File: src/rtl/dram_sched_pkg.sv
package dram_sched_pkg;
  typedef enum logic [1:0] {
    CMD_NOP = 2'b00,
    CMD_ACT = 2'b01,
    CMD_RD  = 2'b10,
    CMD_PRE = 2'b11
  } cmd_e;
endpackage

File: src/rtl/dram_req_queue.sv
// Age-ordered request store: slot 0 is oldest; a pop collapses the slots above it.
module dram_req_queue #(
  parameter int DEPTH  = 6,
  parameter int BANK_W = 2,
  parameter int ROW_W  = 4,
  parameter int COL_W  = 4,
  parameter int ID_W   = 4,
  localparam int IDX_W = $clog2(DEPTH),
  localparam int CNT_W = $clog2(DEPTH + 1)
) (
  input  logic                          clk_i,
  input  logic                          rst_ni,
  input  logic                          push_i,
  input  logic [BANK_W-1:0]             push_bank_i,
  input  logic [ROW_W-1:0]              push_row_i,
  input  logic [COL_W-1:0]              push_col_i,
  input  logic [ID_W-1:0]               push_id_i,
  input  logic                          pop_i,
  input  logic [IDX_W-1:0]              pop_idx_i,
  output logic [DEPTH-1:0]              vld_o,
  output logic [DEPTH-1:0][BANK_W-1:0]  bank_o,
  output logic [DEPTH-1:0][ROW_W-1:0]   row_o,
  output logic [DEPTH-1:0][COL_W-1:0]   col_o,
  output logic [DEPTH-1:0][ID_W-1:0]    id_o,
  output logic                          full_o
);
  logic [DEPTH-1:0]             vld_q, vld_n;
  logic [DEPTH-1:0][BANK_W-1:0] bank_q, bank_n;
  logic [DEPTH-1:0][ROW_W-1:0]  row_q, row_n;
  logic [DEPTH-1:0][COL_W-1:0]  col_q, col_n;
  logic [DEPTH-1:0][ID_W-1:0]   id_q, id_n;
  logic [CNT_W-1:0]             cnt_q, cnt_n, wpos;

  always_comb begin
    vld_n  = vld_q;
    bank_n = bank_q;
    row_n  = row_q;
    col_n  = col_q;
    id_n   = id_q;
    if (pop_i) begin
      for (int i = 0; i < DEPTH - 1; i++) begin
        if (IDX_W'(i) >= pop_idx_i) begin
          vld_n[i]  = vld_q[i+1];
          bank_n[i] = bank_q[i+1];
          row_n[i]  = row_q[i+1];
          col_n[i]  = col_q[i+1];
          id_n[i]   = id_q[i+1];
        end
      end
      vld_n[DEPTH-1] = 1'b0;
    end
    wpos = cnt_q - CNT_W'(pop_i);
    if (push_i) begin
      vld_n[wpos]  = 1'b1;
      bank_n[wpos] = push_bank_i;
      row_n[wpos]  = push_row_i;
      col_n[wpos]  = push_col_i;
      id_n[wpos]   = push_id_i;
    end
    cnt_n = wpos + CNT_W'(push_i);
  end

  always_ff @(posedge clk_i or negedge rst_ni) begin
    if (!rst_ni) begin
      vld_q  <= '0;
      bank_q <= '0;
      row_q  <= '0;
      col_q  <= '0;
      id_q   <= '0;
      cnt_q  <= '0;
    end else begin
      vld_q  <= vld_n;
      bank_q <= bank_n;
      row_q  <= row_n;
      col_q  <= col_n;
      id_q   <= id_n;
      cnt_q  <= cnt_n;
    end
  end

  assign vld_o  = vld_q;
  assign bank_o = bank_q;
  assign row_o  = row_q;
  assign col_o  = col_q;
  assign id_o   = id_q;
  assign full_o = (cnt_q == CNT_W'(DEPTH));


  no_overflow_chk: assert property (@(posedge clk_i) disable iff (!rst_ni)
    push_i |-> !full_o);

  pop_live_chk: assert property (@(posedge clk_i) disable iff (!rst_ni)
    pop_i |-> vld_q[pop_idx_i]);

  age_packed_chk: assert property (@(posedge clk_i) disable iff (!rst_ni)
    $countones({1'b0, vld_q} + {{DEPTH{1'b0}}, 1'b1}) == 1);
endmodule

File: src/rtl/dram_bank_state.sv
// Open-row tracking and timing windows of one bank.
module dram_bank_state #(
  parameter int ROW_W = 4,
  parameter int T_RCD = 2,
  parameter int T_RP  = 2,
  parameter int T_RC  = 6
) (
  input  logic             clk_i,
  input  logic             rst_ni,
  input  logic             act_i,
  input  logic             pre_i,
  input  logic             rd_i,
  input  logic [ROW_W-1:0] row_i,
  output logic             open_o,
  output logic [ROW_W-1:0] row_o,
  output logic             col_ok_o,
  output logic             act_ok_o
);
  localparam int MAX_A = (T_RCD > T_RP) ? T_RCD : T_RP;
  localparam int MAX_T = (MAX_A > T_RC) ? MAX_A : T_RC;
  localparam int TW    = $clog2(MAX_T + 1);
  localparam int GAP_W = 8;

  logic             open_q;
  logic [ROW_W-1:0] row_q;
  logic [TW-1:0]    rcd_cnt_q, rp_cnt_q, rc_cnt_q;

  always_ff @(posedge clk_i or negedge rst_ni) begin
    if (!rst_ni) begin
      open_q    <= 1'b0;
      row_q     <= '0;
      rcd_cnt_q <= '0;
      rp_cnt_q  <= '0;
      rc_cnt_q  <= '0;
    end else begin
      if (act_i) begin
        open_q <= 1'b1;
        row_q  <= row_i;
      end else if (pre_i) begin
        open_q <= 1'b0;
      end
      rcd_cnt_q <= act_i ? TW'(T_RCD - 1) : (rcd_cnt_q != '0 ? rcd_cnt_q - 1'b1 : '0);
      rc_cnt_q  <= act_i ? TW'(T_RC - 1)  : (rc_cnt_q  != '0 ? rc_cnt_q  - 1'b1 : '0);
      rp_cnt_q  <= pre_i ? TW'(T_RP - 1)  : (rp_cnt_q  != '0 ? rp_cnt_q  - 1'b1 : '0);
    end
  end

  assign open_o   = open_q;
  assign row_o    = row_q;
  assign col_ok_o = (rcd_cnt_q == '0);
  assign act_ok_o = (rp_cnt_q == '0) && (rc_cnt_q == '0);

  // checker: cycles since the last ACTIVATE / PRECHARGE, saturating
  logic [GAP_W-1:0] since_act_q, since_pre_q;
  always_ff @(posedge clk_i or negedge rst_ni) begin
    if (!rst_ni) begin
      since_act_q <= '1;
      since_pre_q <= '1;
    end else begin
      since_act_q <= act_i ? GAP_W'(1) : (since_act_q != '1 ? since_act_q + 1'b1 : since_act_q);
      since_pre_q <= pre_i ? GAP_W'(1) : (since_pre_q != '1 ? since_pre_q + 1'b1 : since_pre_q);
    end
  end


  rcd_gap_chk: assert property (@(posedge clk_i) disable iff (!rst_ni)
    rd_i |-> since_act_q >= GAP_W'(T_RCD));

  pre_after_act_chk: assert property (@(posedge clk_i) disable iff (!rst_ni)
    pre_i |-> open_o && since_act_q >= GAP_W'(T_RCD));

  rp_gap_chk: assert property (@(posedge clk_i) disable iff (!rst_ni)
    act_i |-> !open_o && since_pre_q >= GAP_W'(T_RP));

  rc_gap_chk: assert property (@(posedge clk_i) disable iff (!rst_ni)
    act_i |-> since_act_q >= GAP_W'(T_RC));

  rd_open_chk: assert property (@(posedge clk_i) disable iff (!rst_ni)
    rd_i |-> open_o && $onehot0({act_i, pre_i, rd_i}));
endmodule

File: src/rtl/dram_cmd_picker.sv
// First-ready pick: column commands over row commands, lowest slot (oldest) first.
module dram_cmd_picker
  import dram_sched_pkg::*;
#(
  parameter int DEPTH     = 6,
  parameter int NUM_BANKS = 4,
  parameter int BANK_W    = 2,
  parameter int ROW_W     = 4,
  localparam int IDX_W    = $clog2(DEPTH)
) (
  input  logic [DEPTH-1:0]                vld_i,
  input  logic [DEPTH-1:0][BANK_W-1:0]    bank_i,
  input  logic [DEPTH-1:0][ROW_W-1:0]     row_i,
  input  logic [NUM_BANKS-1:0]            open_i,
  input  logic [NUM_BANKS-1:0][ROW_W-1:0] open_row_i,
  input  logic [NUM_BANKS-1:0]            col_ok_i,
  input  logic [NUM_BANKS-1:0]            act_ok_i,
  output logic                            valid_o,
  output logic [IDX_W-1:0]                idx_o,
  output cmd_e                            cmd_o
);
  logic [DEPTH-1:0] col_rdy, row_rdy, needs_pre;
  logic             col_any, row_any;
  logic [IDX_W-1:0] col_idx, row_idx;

  always_comb begin
    for (int i = 0; i < DEPTH; i++) begin
      logic hit, opn;
      opn          = open_i[bank_i[i]];
      hit          = opn && (open_row_i[bank_i[i]] == row_i[i]);
      needs_pre[i] = opn && !hit;
      col_rdy[i]   = vld_i[i] && hit && col_ok_i[bank_i[i]];
      row_rdy[i]   = vld_i[i] && (opn ? (!hit && col_ok_i[bank_i[i]]) : act_ok_i[bank_i[i]]);
    end
    col_any = 1'b0;
    row_any = 1'b0;
    col_idx = '0;
    row_idx = '0;
    for (int i = DEPTH - 1; i >= 0; i--) begin
      if (col_rdy[i]) begin
        col_any = 1'b1;
        col_idx = IDX_W'(i);
      end
      if (row_rdy[i]) begin
        row_any = 1'b1;
        row_idx = IDX_W'(i);
      end
    end
    valid_o = col_any || row_any;
    idx_o   = col_any ? col_idx : row_idx;
    if (col_any)                 cmd_o = CMD_RD;
    else if (!row_any)           cmd_o = CMD_NOP;
    else if (needs_pre[row_idx]) cmd_o = CMD_PRE;
    else                         cmd_o = CMD_ACT;
  end
endmodule

File: src/rtl/dram_sched_frfcfs.sv
module dram_sched_frfcfs
  import dram_sched_pkg::*;
#(
  parameter int NUM_BANKS = 4,
  parameter int ROW_W     = 4,
  parameter int COL_W     = 4,
  parameter int ID_W      = 4,
  parameter int QDEPTH    = 6,
  parameter int T_RCD     = 2,
  parameter int T_CL      = 2,
  parameter int T_RP      = 2,
  parameter int T_RC      = 6,
  localparam int BANK_W   = $clog2(NUM_BANKS)
) (
  input  logic              clk_i,
  input  logic              rst_ni,
  input  logic              req_valid_i,
  input  logic [BANK_W-1:0] req_bank_i,
  input  logic [ROW_W-1:0]  req_row_i,
  input  logic [COL_W-1:0]  req_col_i,
  input  logic [ID_W-1:0]   req_id_i,
  output logic              req_ready_o,
  output logic              cmd_valid_o,
  output logic [1:0]        cmd_type_o,
  output logic [BANK_W-1:0] cmd_bank_o,
  output logic [ROW_W-1:0]  cmd_row_o,
  output logic [COL_W-1:0]  cmd_col_o,
  output logic              done_valid_o,
  output logic [ID_W-1:0]   done_id_o
);
  localparam int IDX_W = $clog2(QDEPTH);

  logic [QDEPTH-1:0]             q_vld;
  logic [QDEPTH-1:0][BANK_W-1:0] q_bank;
  logic [QDEPTH-1:0][ROW_W-1:0]  q_row;
  logic [QDEPTH-1:0][COL_W-1:0]  q_col;
  logic [QDEPTH-1:0][ID_W-1:0]   q_id;
  logic                          q_full;

  logic [NUM_BANKS-1:0]            bk_open, bk_col_ok, bk_act_ok;
  logic [NUM_BANKS-1:0][ROW_W-1:0] bk_row;

  logic              sel_valid;
  logic [IDX_W-1:0]  sel_idx;
  cmd_e              sel_cmd;
  logic [BANK_W-1:0] sel_bank;
  logic              pop, push;

  assign req_ready_o = !q_full;
  assign push        = req_valid_i && req_ready_o;
  assign pop         = sel_valid && (sel_cmd == CMD_RD);
  assign sel_bank    = q_bank[sel_idx];

  dram_req_queue #(
    .DEPTH(QDEPTH), .BANK_W(BANK_W), .ROW_W(ROW_W), .COL_W(COL_W), .ID_W(ID_W)
  ) u_queue (
    .clk_i, .rst_ni,
    .push_i(push), .push_bank_i(req_bank_i), .push_row_i(req_row_i),
    .push_col_i(req_col_i), .push_id_i(req_id_i),
    .pop_i(pop), .pop_idx_i(sel_idx),
    .vld_o(q_vld), .bank_o(q_bank), .row_o(q_row), .col_o(q_col), .id_o(q_id),
    .full_o(q_full)
  );

  dram_cmd_picker #(
    .DEPTH(QDEPTH), .NUM_BANKS(NUM_BANKS), .BANK_W(BANK_W), .ROW_W(ROW_W)
  ) u_picker (
    .vld_i(q_vld), .bank_i(q_bank), .row_i(q_row),
    .open_i(bk_open), .open_row_i(bk_row), .col_ok_i(bk_col_ok), .act_ok_i(bk_act_ok),
    .valid_o(sel_valid), .idx_o(sel_idx), .cmd_o(sel_cmd)
  );

  for (genvar b = 0; b < NUM_BANKS; b++) begin : g_bank
    logic here;
    assign here = sel_valid && (sel_bank == BANK_W'(b));
    dram_bank_state #(
      .ROW_W(ROW_W), .T_RCD(T_RCD), .T_RP(T_RP), .T_RC(T_RC)
    ) u_bank (
      .clk_i, .rst_ni,
      .act_i(here && sel_cmd == CMD_ACT),
      .pre_i(here && sel_cmd == CMD_PRE),
      .rd_i (here && sel_cmd == CMD_RD),
      .row_i(q_row[sel_idx]),
      .open_o(bk_open[b]), .row_o(bk_row[b]),
      .col_ok_o(bk_col_ok[b]), .act_ok_o(bk_act_ok[b])
    );
  end

  // command bus register
  logic              cmd_valid_q;
  cmd_e              cmd_type_q;
  logic [BANK_W-1:0] cmd_bank_q;
  logic [ROW_W-1:0]  cmd_row_q;
  logic [COL_W-1:0]  cmd_col_q;
  logic [ID_W-1:0]   cmd_id_q;

  always_ff @(posedge clk_i or negedge rst_ni) begin
    if (!rst_ni) begin
      cmd_valid_q <= 1'b0;
      cmd_type_q  <= CMD_NOP;
      cmd_bank_q  <= '0;
      cmd_row_q   <= '0;
      cmd_col_q   <= '0;
      cmd_id_q    <= '0;
    end else begin
      cmd_valid_q <= sel_valid;
      cmd_type_q  <= sel_cmd;
      cmd_bank_q  <= sel_bank;
      cmd_row_q   <= q_row[sel_idx];
      cmd_col_q   <= q_col[sel_idx];
      cmd_id_q    <= q_id[sel_idx];
    end
  end

  assign cmd_valid_o = cmd_valid_q;
  assign cmd_type_o  = cmd_type_q;
  assign cmd_bank_o  = cmd_bank_q;
  assign cmd_row_o   = cmd_row_q;
  assign cmd_col_o   = cmd_col_q;

  // completion delay line, T_CL stages behind the bus
  logic [T_CL-1:0]           dv_q;
  logic [T_CL-1:0][ID_W-1:0] did_q;

  always_ff @(posedge clk_i or negedge rst_ni) begin
    if (!rst_ni) begin
      dv_q  <= '0;
      did_q <= '0;
    end else begin
      dv_q[0]  <= cmd_valid_q && (cmd_type_q == CMD_RD);
      did_q[0] <= cmd_id_q;
      for (int k = 1; k < T_CL; k++) begin
        dv_q[k]  <= dv_q[k-1];
        did_q[k] <= did_q[k-1];
      end
    end
  end

  assign done_valid_o = dv_q[T_CL-1];
  assign done_id_o    = did_q[T_CL-1];


  nop_type_chk: assert property (@(posedge clk_i) disable iff (!rst_ni)
    !cmd_valid_o |-> cmd_type_o == 2'b00);

  ready_full_chk: assert property (@(posedge clk_i) disable iff (!rst_ni)
    (!req_ready_o && !pop) |=> !req_ready_o);
endmodule

File: config.mk
export PLATFORM = sky130hd
export DESIGN_NAME = dram_sched_frfcfs
export DESIGN_NICKNAME = d
export VERILOG_FILES = /design/src/rtl/dram_sched_pkg.sv /design/src/rtl/dram_req_queue.sv /design/src/rtl/dram_bank_state.sv /design/src/rtl/dram_cmd_picker.sv /design/src/rtl/dram_sched_frfcfs.sv
export SDC_FILE = /design/constraint.sdc
export NUM_CORES = 1
export LEC_CHECK = 0
export CORE_ASPECT_RATIO = 2
export CORE_MARGIN = 1.5
export CORE_UTILIZATION = 60
export CTS_CLUSTER_DIAMETER = 40
export CTS_CLUSTER_SIZE = 14
export DETAILED_ROUTE_END_ITERATION = 16
export MAX_ROUTING_LAYER = met4
export PLACE_DENSITY = 0.78
export SETUP_SLACK_MARGIN = 0.5
export SKIP_LAST_GASP = 1
export SLEW_MARGIN = 10
export SYNTH_ARGS = -nofsm -noshare
export SYNTH_HDL_FRONTEND = slang
export SYNTH_SLANG_ARGS = --single-unit
File: constraint.sdc
create_clock -name clk_i -period 9 [get_ports clk_i]
set_clock_uncertainty 0.15 [all_clocks]
set_input_delay 0.9 -clock clk_i [delete_from_list [all_inputs] [get_ports clk_i]]
set_output_delay 0.9 -clock clk_i [all_outputs]
set_load 0.02 [all_outputs]
==> impl_metrics.csv, run 1 <==
group,metric,value,unit
status,status,"completed",
clock_tree,cts_buffers,17,
timing,relSlewSlack,23.1,%
timing,timing.fmax,191,MHz
final_layout,syn2layout_area_growth,10.6,%
synthesis,yosysSeqAreaShare,45.2,%
die,core-area,15900,um^2
hold_path,hp-start,"dv_q[0]",
worst_setup_path,r2r_start,"g_bank[3].u_bank.rcd_cnt_q[1]",
placed_design,hpwlAfterDp,17.2,mm
synthesis,avgSynthCellArea,11.0,um^2
synthesis,synth_edf_count,0,
worst_setup_path,arrival,5.40,ns
synthesis,synth_fp_nets,903,
clock_tree,clkSinkCount,176,
clock_tree,cts_tree,"built",
worst_setup_path,crit_family,"simple AND/OR/NAND/NOR gates",
worst_setup_path,slowest_delay,0.75,ns
timing,finalSetupViolations,0,
clock_tree,cts_setup_buffers,0,
timing,finalHoldViolCount,0,
routing,drt_iter0_drc,631,
clock_tree,clock_path_buffers,2,
synthesis,yosysWarnings,0,
synthesis,ys.flop_type,"dfrtp_1",
routing,drt_wl_total,24.8,mm
die,die_w,93.1,um
worst_setup_path,critPathCaptureType,"flip-flop",
final_layout,fin_nets,915,
synthesis,ys_seq_elements,176,
routing,post_drt_wl_per_cell,22.4,um
routing,drc_errors,0,
clock_tree,clk_latency,0.44,ns
synthesis,synthTopCellsByArea,"dfrtp_1 (45%), mux2i_1 (11%), mux4_2 (8.3%), o21ai_0 (4.3%), nand2_1 (4.2%)",
timing,finalSetupTns,0,ns
routing,vias,7156,
synthesis,yosysMostFrequentCell,"dfrtp_1",
grt,grt_pass1_vias,7296,
clock_tree,h-tree-depth,4,
clock_tree,ctsHoldBuffers,0,
synthesis,ys_top_cells_by_count,"dfrtp_1 (176), nand2_1 (110), mux2i_1 (106)",
synthesis,syn_area,9740,um^2
worst_setup_path,critPathSlowestCell,"nor3_1",
timing,period_needed,5.23,ns
worst_setup_path,cp_data_required_time,9.17,ns
die,initial_utilization,61.4,%
synthesis,yosysTopAreaCell,"dfrtp_1",
hold_path,hold-path-cell-count,0,
clock_tree,path_clk_slew,0.07,ns
die,io_pins,36,
clock_tree,cts_resized,0,
timing,drv_slew,0,
hold_path,min_to,"dv_q[1]",
worst_setup_path,worstSetupPathType,"flip-flop to flip-flop",
placed_design,io_buffers,35,
clock_tree,root_buffer,"clkbuf_16",
die,dieHeight,183,um
routing,vias_per_cell,6.45,
grt,gr-usage-all-layers,31.9,%
die,die_area,17000,um^2
timing,rsz0062_at_grt,"no",
grt,grt_start_max_net_pins,106,
placed_design,gp_congestion,0.972,
synthesis,synthCells,883,
synthesis,async_reset_ff_share,100,%
final_layout,drive_above_1_share,15.0,%
routing,firstDrtPassIters,5,
hold_path,hold_class,"flip-flop to flip-flop",
final_layout,num_antenna_cells,0,
worst_setup_path,worstSetupStartpointType,"flip-flop",
worst_setup_path,crit_path_cell_trace,"nor3_1, a211oi_1, or3_1, nor2_4, nor3_2, buf_4, nand2_2, nand2_4, o21ai_4, nand4bb_1, mux2_1",
worst_setup_path,critical_path_buf_inv_count,1,
synthesis,synth_cell_type_count,72,
worst_setup_path,r2r_slack,3.77,ns
grt,antenna_found_initial,0,
timing,tightest_slew,1.15,ns
grt,grt_overflow,0,
synthesis,synth_top_area_share,45.2,%
timing,fin_crit_sh,58.2,%
worst_setup_path,r2r_cells,11,
routing,ant_nets,0,
worst_setup_path,rr_endpoint,"g_bank[1].u_bank.row_o[0]",
grt,grt_pass1_wl,39.3,mm
worst_setup_path,cp_max_fo,21,
run,maxCapViolCount,0,
die,rows,65,
[how the worst max path moves through the flow]
stage,startpoint,endpoint,slack (ns),cells past startpoint
2_1_floorplan,u_queue.bank_o[8],u_queue.col_o[22],4.72,14
3_3_place_gp,u_queue.bank_o[0],g_bank[1].u_bank.row_o[0],4.02,11
3_5_place_dp,u_queue.bank_o[0],g_bank[1].u_bank.row_o[1],3.88,11
4_1_cts,u_queue.bank_o[0],g_bank[1].u_bank.row_o[0],3.84,11
5_1_grt,g_bank[3].u_bank.rcd_cnt_q[1],g_bank[1].u_bank.row_o[0],3.60,11
6_report,g_bank[3].u_bank.rcd_cnt_q[1],g_bank[1].u_bank.row_o[0],3.77,11
[layout by cell type, fill, tap and decap left out, drive strengths merged, types with 4 or more instances in the layout]
master	Yosys	layout
dfrtp	176	176
nand2	113	113
mux2i	106	106
o21ai	88	88
nor2	55	55
mux4	36	36
clkdlybuf4s50	0	34
inv	27	32
mux2	32	32
xnor2	26	26
a21oi	23	23
clkbuf	30	20
a211oi	13	13
o22a	13	13
nor4	13	13
nor3	13	13
buf	23	12
nand4	10	10
or3	6	6
and3	6	6
o21bai	6	6
a21boi	6	6
a32oi	5	5
o22ai	4	4
and3b	4	4
nor3b	4	4
nand3	4	4
clkinv	0	4
[cell type report]
type                       instances  area [um^2]
multi-input combinational        627         5000
tap                              201          251
sequential                       176         4400
clock inverter                    12          123
clock buffer                      20          457
fill                            1186         5090
timing repair buffer              46          434
inverter                          27          101
[state kept, by name, indices dropped and copies added (netlist names), 3 cells and up]
register	count
u_queue.col_o	24
g_bank.u_bank.rcd_cnt_q	12
u_queue.id_o	24
u_queue.bank_o	12
u_queue.row_o	24
g_bank.u_bank.row_o	16
cmd_id_q	4
g_bank.u_bank.rc_cnt_q	12
g_bank.u_bank.open_o	4
done_id_o	4
u_queue.vld_o	6
cmd_row_o	4
cmd_col_o	4
did_q	4
u_queue.cnt_q	3
g_bank.u_bank.rp_cnt_q	12
[routing by layer]
| layer | track usage (%) | vias up | part of all wire, % |
|---|---|---|---|
| met3 | 3.90 | 86 | 4.3 |
| met5 | - | - | 0 |
| met1 | 35.0 | 3552 | 36 |
| met2 | 54.4 | 289 | 54 |
| met4 | 19.7 | 0 | 5.8 |
| li1 | - | 3229 | - |
[worst register-to-register path: stages, from the launching register on]
cell and delay, ns:
dfrtp_1 0.40, nor3_1 0.75, a211oi_1 0.21, or3_1 0.44, nor2_4 0.69, nor3_2 0.13
buf_4 0.30, nand2_2 0.39, nand2_4 0.26, o21ai_4 0.37, nand4bb_1 0.51, mux2_1 0.51
[per-stage QoR]
stage	instance area (um^2)	hold slack (ns)	utilization (%)	std cells	worst slack, ns
after floorplan	9740	0.181	-	883	4.72
after global placement	10200	0.183	64.2	1077	4.02
after detailed placement	10200	0.185	64.2	1077	3.88
after CTS	10800	0.201	67.9	1109	3.84
after global routing	10800	0.207	67.9	1109	3.60
final	10800	0.197	67.9	1109	3.77
[cells by family (layout without fill, tap and decap cells)]
group,Yosys count,count (layout),synth area share [%]
AOI/OAI and AO/OA,177,177,12.2
xor gates and xnor gates,27,27,2.66
adders and majority gates,3,3,0.386
buffers and inverters,80,105,3.70
DFF,176,176,45.2
muxes,174,174,23.1
and+or+nand+nor,246,246,12.8
Power of run 1 is not shown: default switching activity piles up to over one toggle a cycle in this logic, so the estimate is an artifact.
==> inputs of run 2 (changes only) <==
--- a/config.mk
+++ b/config.mk
@@ -7,12 +7,12 @@
 export LEC_CHECK = 0
 export CORE_ASPECT_RATIO = 2
 export CORE_MARGIN = 1.5
-export CORE_UTILIZATION = 60
+export CORE_UTILIZATION = 56
 export CTS_CLUSTER_DIAMETER = 40
 export CTS_CLUSTER_SIZE = 14
 export DETAILED_ROUTE_END_ITERATION = 16
 export MAX_ROUTING_LAYER = met4
-export PLACE_DENSITY = 0.78
+export PLACE_DENSITY = 0.76
 export SETUP_SLACK_MARGIN = 0.5
 export SKIP_LAST_GASP = 1
 export SLEW_MARGIN = 10
==> constraint.sdc (replaced) <==
create_clock -name clk_i -period 4.31 [get_ports clk_i]
set_clock_uncertainty 0.15 [all_clocks]
set_input_delay 0.431 -clock clk_i [delete_from_list [all_inputs] [get_ports clk_i]]
set_output_delay 0.431 -clock clk_i [all_outputs]
set_load 0.02 [all_outputs]
==> impl_metrics.csv, run 2 (same netlist as run 1, synthesis figures left out) <==
group,metric,value,unit
final_layout,syn2layout_area_growth,27.4,%
hold_path,hp-start,"dv_q[0]",
routing,vias,8035,
grt,met3_usage,5.86,%
clock_tree,path_clk_slew,0.07,ns
grt,grt_pass1_wl,42.7,mm
clock_tree,h-tree-depth,4,
die,core-area,17100,um^2
status,status,"completed",
die,die_w,96.2,um
routing,firstDrtPassIters,5,
run,maxCapViolCount,0,
routing,drc_errors,0,
grt,grt.busiest_layer,"met2",
timing,rsz0062_at_grt,"yes",
final_layout,final_cell_mix,"dfrtp_1 (167), mux2i_1 (104), nand2_1 (99), o21ai_0 (68), buf_4 (57)",
worst_setup_path,cp_data_required_time,4.47,ns
routing,vias_per_cell,6.65,
final_layout,drive_above_1_share,31.2,%
clock_tree,clock_path_buffers,2,
routing,post_drt_wl_per_cell,24.6,um
grt,gr-usage-all-layers,32.6,%
die,dieHeight,189,um
hold_path,hold_class,"flip-flop to flip-flop",
placed_design,placedCellCount,1126,
placed_design,io_buffers,35,
worst_setup_path,critPathCaptureType,"flip-flop",
clock_tree,clk_latency,0.43,ns
grt,grt_overflow,0,
worst_setup_path,crit_path_cell_trace,"mux4_2, xnor2_1, nand4_1, a32o_2, o211ai_1, nand3_2, nand2_4, buf_6, a21o_1, o221ai_4, buf_6, nor4b_4, buf_6, mux2_4",
timing,whs,0.198,ns
grt,use_met1,43.2,%
final_layout,fin_nets,1006,
timing,drv_slew,0,
worst_setup_path,path_common_cell,"buf_6",
timing,relSlewSlack,40.3,%
worst_setup_path,slowest_delay,0.54,ns
timing,period_needed,4.03,ns
hold_path,hold-path-cell-count,0,
grt,grt_pass1_vias,7701,
die,initial_utilization,56.9,%
worst_setup_path,r2r_slack,0.28,ns
grt,antenna_found_initial,0,
worst_setup_path,worstSetupStartpointType,"flip-flop",
clock_tree,cts_tree,"built",
timing,fin_crit_sh,93.5,%
clock_tree,cts_buffers,17,
routing,drt_iter0_drc,776,
grt,grt_start_max_net_pins,95,
final_layout,final_common_cell,"dfrtp_1",
clock_tree,root_buffer,"clkbuf_16",
clock_tree,clkSinkCount,176,
timing,finalHoldViolCount,0,
die,die_area,18200,um^2
routing,ant_nets,0,
worst_setup_path,cp_max_fo,6,
timing,tightest_slew,0.896,ns
final_layout,fin_cells,1209,
timing,finalSetupViolations,0,
worst_setup_path,critPathSlowestCell,"mux4_2",
die,io_pins,36,
placed_design,gp_congestion,0.971,
worst_setup_path,rr_endpoint,"g_bank[3].u_bank.row_o[2]",
worst_setup_path,r2r_start,"u_queue.bank_o[8]",
placed_design,hpwlAfterDp,17.4,mm
grt,grt_use_met2,49.9,%
timing,timing.fmax,248,MHz
routing,drt_wl_total,29.7,mm
final_layout,num_antenna_cells,0,
hold_path,min_to,"dv_q[1]",
worst_setup_path,r2r_cells,14,
worst_setup_path,worstSetupPathType,"flip-flop to flip-flop",
worst_setup_path,arrival,4.19,ns
die,rows,68,
-- run 2: cell count changes in the layout (fill, tap and decap cells not counted), sizes merged --
cell and change:
clkinv -2, nor2 +1, dlygate4sd3 +1, clkbuf +7
buf +85, bufinv +1, inv -2
-- run 2: worst max path at each step --
stage	start	end	slack, ns	depth (start not counted)
global placement	u_queue.bank_o[0]	g_bank[2].u_bank.row_o[0]	-0.09	12
global route	g_bank[0].u_bank.rcd_cnt_q[1]	g_bank[3].u_bank.row_o[2]	0.18	15
detailed placement	u_queue.bank_o[0]	g_bank[1].u_bank.row_o[0]	-0.14	12
finish	u_queue.bank_o[8]	g_bank[3].u_bank.row_o[2]	0.28	14
CTS	u_queue.bank_o[8]	g_bank[2].u_bank.row_o[3]	0.36	11
floorplan	u_queue.bank_o[4]	u_queue.col_o[22]	0.51	14
-- run 2: per-layer routing --
layer / wire, um / share of wire [%] / vias up
met2: 14400 / 48 / 470
met4: 1240 / 4.2 / 0
met3: 2520 / 8.5 / 113
met1: 11600 / 39 / 4022
li1: - / - / 3430
met5: 0 / 0 / -
-- run 2: critical path: cells and delay by family, from the launching register on --
| kind | cells | cell delay [ns] |
|---|---|---|
| compound gates | 4 | 0.95 |
| xor+xnor | 1 | 0.17 |
| buf+inv | 3 | 0.50 |
| flops | 1 | 0.46 |
| mux | 2 | 0.85 |
| simple gates | 4 | 0.82 |
-- run 2: area by class of cell --
type                            instances  area [um^2]
Sequential cell                       176         4420
Tap cell                              210          263
Clock buffer                           23          478
Inverter                               27          104
Fill cell                            1143         4700
Timing Repair Buffer                  136         1480
Multi-Input combinational cell        628         5540
Clock inverter                          9          121
-- run 2: stage by stage --
step | setup slack, ns | utilization [%] | TNS [ns] | area (um^2)
final | 0.281 | 72.5 | 0 | 12400
after global routing | 0.185 | 72.5 | 0 | 12400
after CTS | 0.356 | 69.0 | 0 | 11800
after detailed placement | -0.136 | 61.8 | -0.808 | 10600
after global placement | -0.0934 | 61.8 | -0.450 | 10600
after floorplan | 0.513 | - | 0 | 9790
-- run 2: what timing repair did --
action,4_1_cts,5_1_grt
cloned,2,7
hold buffers,1,0
endpoints found under the setup margin,126,123
setup buffers,28,13
gates resized for setup,80,96
hold endpoints to repair,93,0
pin swaps,24,12
Power of run 2 is left out for the same reason.
==> inputs of run 3 (changes only) <==
--- a/config.mk
+++ b/config.mk
@@ -5,14 +5,16 @@
 export SDC_FILE = /design/constraint.sdc
 export NUM_CORES = 1
 export LEC_CHECK = 0
+export CELL_PAD_IN_SITES_DETAIL_PLACEMENT = 1
+export CELL_PAD_IN_SITES_GLOBAL_PLACEMENT = 1
 export CORE_ASPECT_RATIO = 2
 export CORE_MARGIN = 1.5
-export CORE_UTILIZATION = 56
+export CORE_UTILIZATION = 40
 export CTS_CLUSTER_DIAMETER = 40
 export CTS_CLUSTER_SIZE = 14
 export DETAILED_ROUTE_END_ITERATION = 16
 export MAX_ROUTING_LAYER = met4
-export PLACE_DENSITY = 0.76
+export PLACE_DENSITY = 0.68
 export SETUP_SLACK_MARGIN = 0.5
 export SKIP_LAST_GASP = 1
 export SLEW_MARGIN = 10
==> impl_metrics.csv, run 3 (same netlist as run 1, synthesis figures left out) <==
group,metric,value,unit
placed_design,io_buffers,35,
routing,drc_errors,0,
placed_design,placed_area,10800,um^2
worst_setup_path,worstSetupStartpointType,"flip-flop",
timing,worst_slack,0.276,ns
die,core-area,23900,um^2
timing,finalHoldViolCount,0,
die,dieHeight,224,um
final_layout,num_antenna_cells,0,
final_layout,syn2layout_area_growth,36.3,%
worst_setup_path,worstSetupPathType,"flip-flop to flip-flop",
final_layout,drive_above_1_share,39.7,%
placed_design,hpwlAfterDp,22.7,mm
worst_setup_path,r2r_slack,0.28,ns
run,maxCapViolCount,0,
die,initial_utilization,40.7,%
grt,antenna_found_initial,0,
worst_setup_path,critPathCaptureType,"flip-flop",
timing,drv_slew,0,
final_layout,nFillCells,2405,
routing,vias,8082,
grt,grt_pass1_wl,49.3,mm
die,rows,80,
timing,relSlewSlack,50.7,%
worst_setup_path,cp_data_required_time,4.49,ns
clock_tree,clkSinkCount,176,
routing,firstDrtPassIters,4,
clock_tree,cts_buffers,17,
die,die_w,113,um
clock_tree,h-tree-depth,4,
clock_tree,root_buffer,"clkbuf_16",
final_layout,final_common_cell,"dfrtp_1",
clock_tree,cts_tree,"built",
timing,finalSetupTns,0,ns
status,status,"completed",
die,die_area,25300,um^2
clock_tree,clk_latency,0.46,ns
clock_tree,path_clk_slew,0.07,ns
final_layout,finalInstanceArea,13300,um^2
timing,finalSetupViolations,0,
timing,fin_crit_sh,93.6,%
hold_path,hold_class,"flip-flop to flip-flop",
grt,grt_overflow,0,
routing,drt_wl_total,35.4,mm
timing,whs,0.198,ns
final_layout,fin_nets,1043,
timing,tightest_slew,0.740,ns
grt,grt_start_max_net_pins,101,
routing,ant_nets,0,
grt,grt_pass1_vias,8388,
placed_design,gp_congestion,0.950,
clock_tree,clock_path_buffers,2,
final_layout,final_cell_mix,"dfrtp_1 (160), mux2i_1 (105), buf_4 (78), nand2_1 (70), nor2_1 (40)",
die,io_pins,36,
worst_setup_path,cp_max_fo,7,
timing,timing.fmax,248,MHz
routing,vias_per_cell,6.11,
worst_setup_path,arrival,4.22,ns
timing,period_needed,4.03,ns
timing,rsz0062_at_grt,"yes",
routing,drt_iter0_drc,402,
routing,post_drt_wl_per_cell,26.8,um
grt,gr-usage-all-layers,27.1,%
placed_design,post-place-ws,-0.0420,ns
==> run 3: final timing paths <==
path	cells after the start	endpoint	startpoint
worst min register to register	0	done_id_o[2]	did_q[2]
worst max-delay path	21	u_queue.col_o[7]	g_bank[2].u_bank.row_o[0]
worst min-delay path	0	done_id_o[2]	did_q[2]
worst max register to register	21	u_queue.col_o[7]	g_bank[2].u_bank.row_o[0]
min in group asynchronous	2	cmd_row_o[0]	rst_ni
max in group asynchronous	3	u_queue.bank_o[7]	rst_ni
==> run 3: layer usage <==
| layer | vias to the layer above | GRT usage, % | part of all wire, % |
|---|---|---|---|
| met1 | 4183 | 26.4 | 33 |
| li1 | 3490 | - | - |
| met3 | 146 | 4.17 | 3.5 |
| met5 | - | - | 0 |
| met2 | 263 | 48.9 | 55 |
| met4 | 0 | 18.1 | 8.5 |
==> run 3: worst max-delay path, stage by stage, from the launching register on <==
cell       delay, ns
dfrtp_1         0.50
mux4_2          0.55
xnor2_2         0.17
nand4_4         0.14
buf_6           0.13
nor2_4          0.03
buf_6           0.12
nor4_4          0.27
buf_4           0.16
buf_6           0.10
inv_4           0.04
ha_4            0.15
ha_4            0.17
xor2_4          0.20
buf_6           0.14
inv_4           0.05
nand2_4         0.06
nor3_4          0.21
buf_12          0.16
clkbuf_16       0.16
nand2_1         0.06
o21ai_0         0.17
==> run 3: what timing repair did <==
item / 4_1_cts / 5_1_grt
resized for setup: 95 / 233
setup endpoints to repair: 147 / 140
buffers inserted: 28 / 31
pin swaps: 24 / 24
gates cloned: 3 / 8
hold endpoints to repair: 76 / 0
hold buffers: 1 / 0
==> run 3: area by class of cell <==
cell class                      instances  area [um^2]  share of cell area, %
Clock buffer                           19          453                   3.41
Timing Repair Buffer                  174         1850                   13.9
Sequential cell                       176         4420                   33.3
Clock inverter                         13          198                   1.49
Tap cell                              287          359                   2.71
Inverter                               27          106                  0.801
Multi-Input combinational cell        627         5890                   44.3
==> run 3: per-stage QoR <==
stage | cells | util (%)
after detailed placement | 1220 | 45.2
after global placement | 1220 | 45.2
after global routing | 1323 | 55.5
final | 1323 | 55.5
after CTS | 1284 | 50.7
after floorplan | 883 | -
Power of run 3 is left out for the same reason.
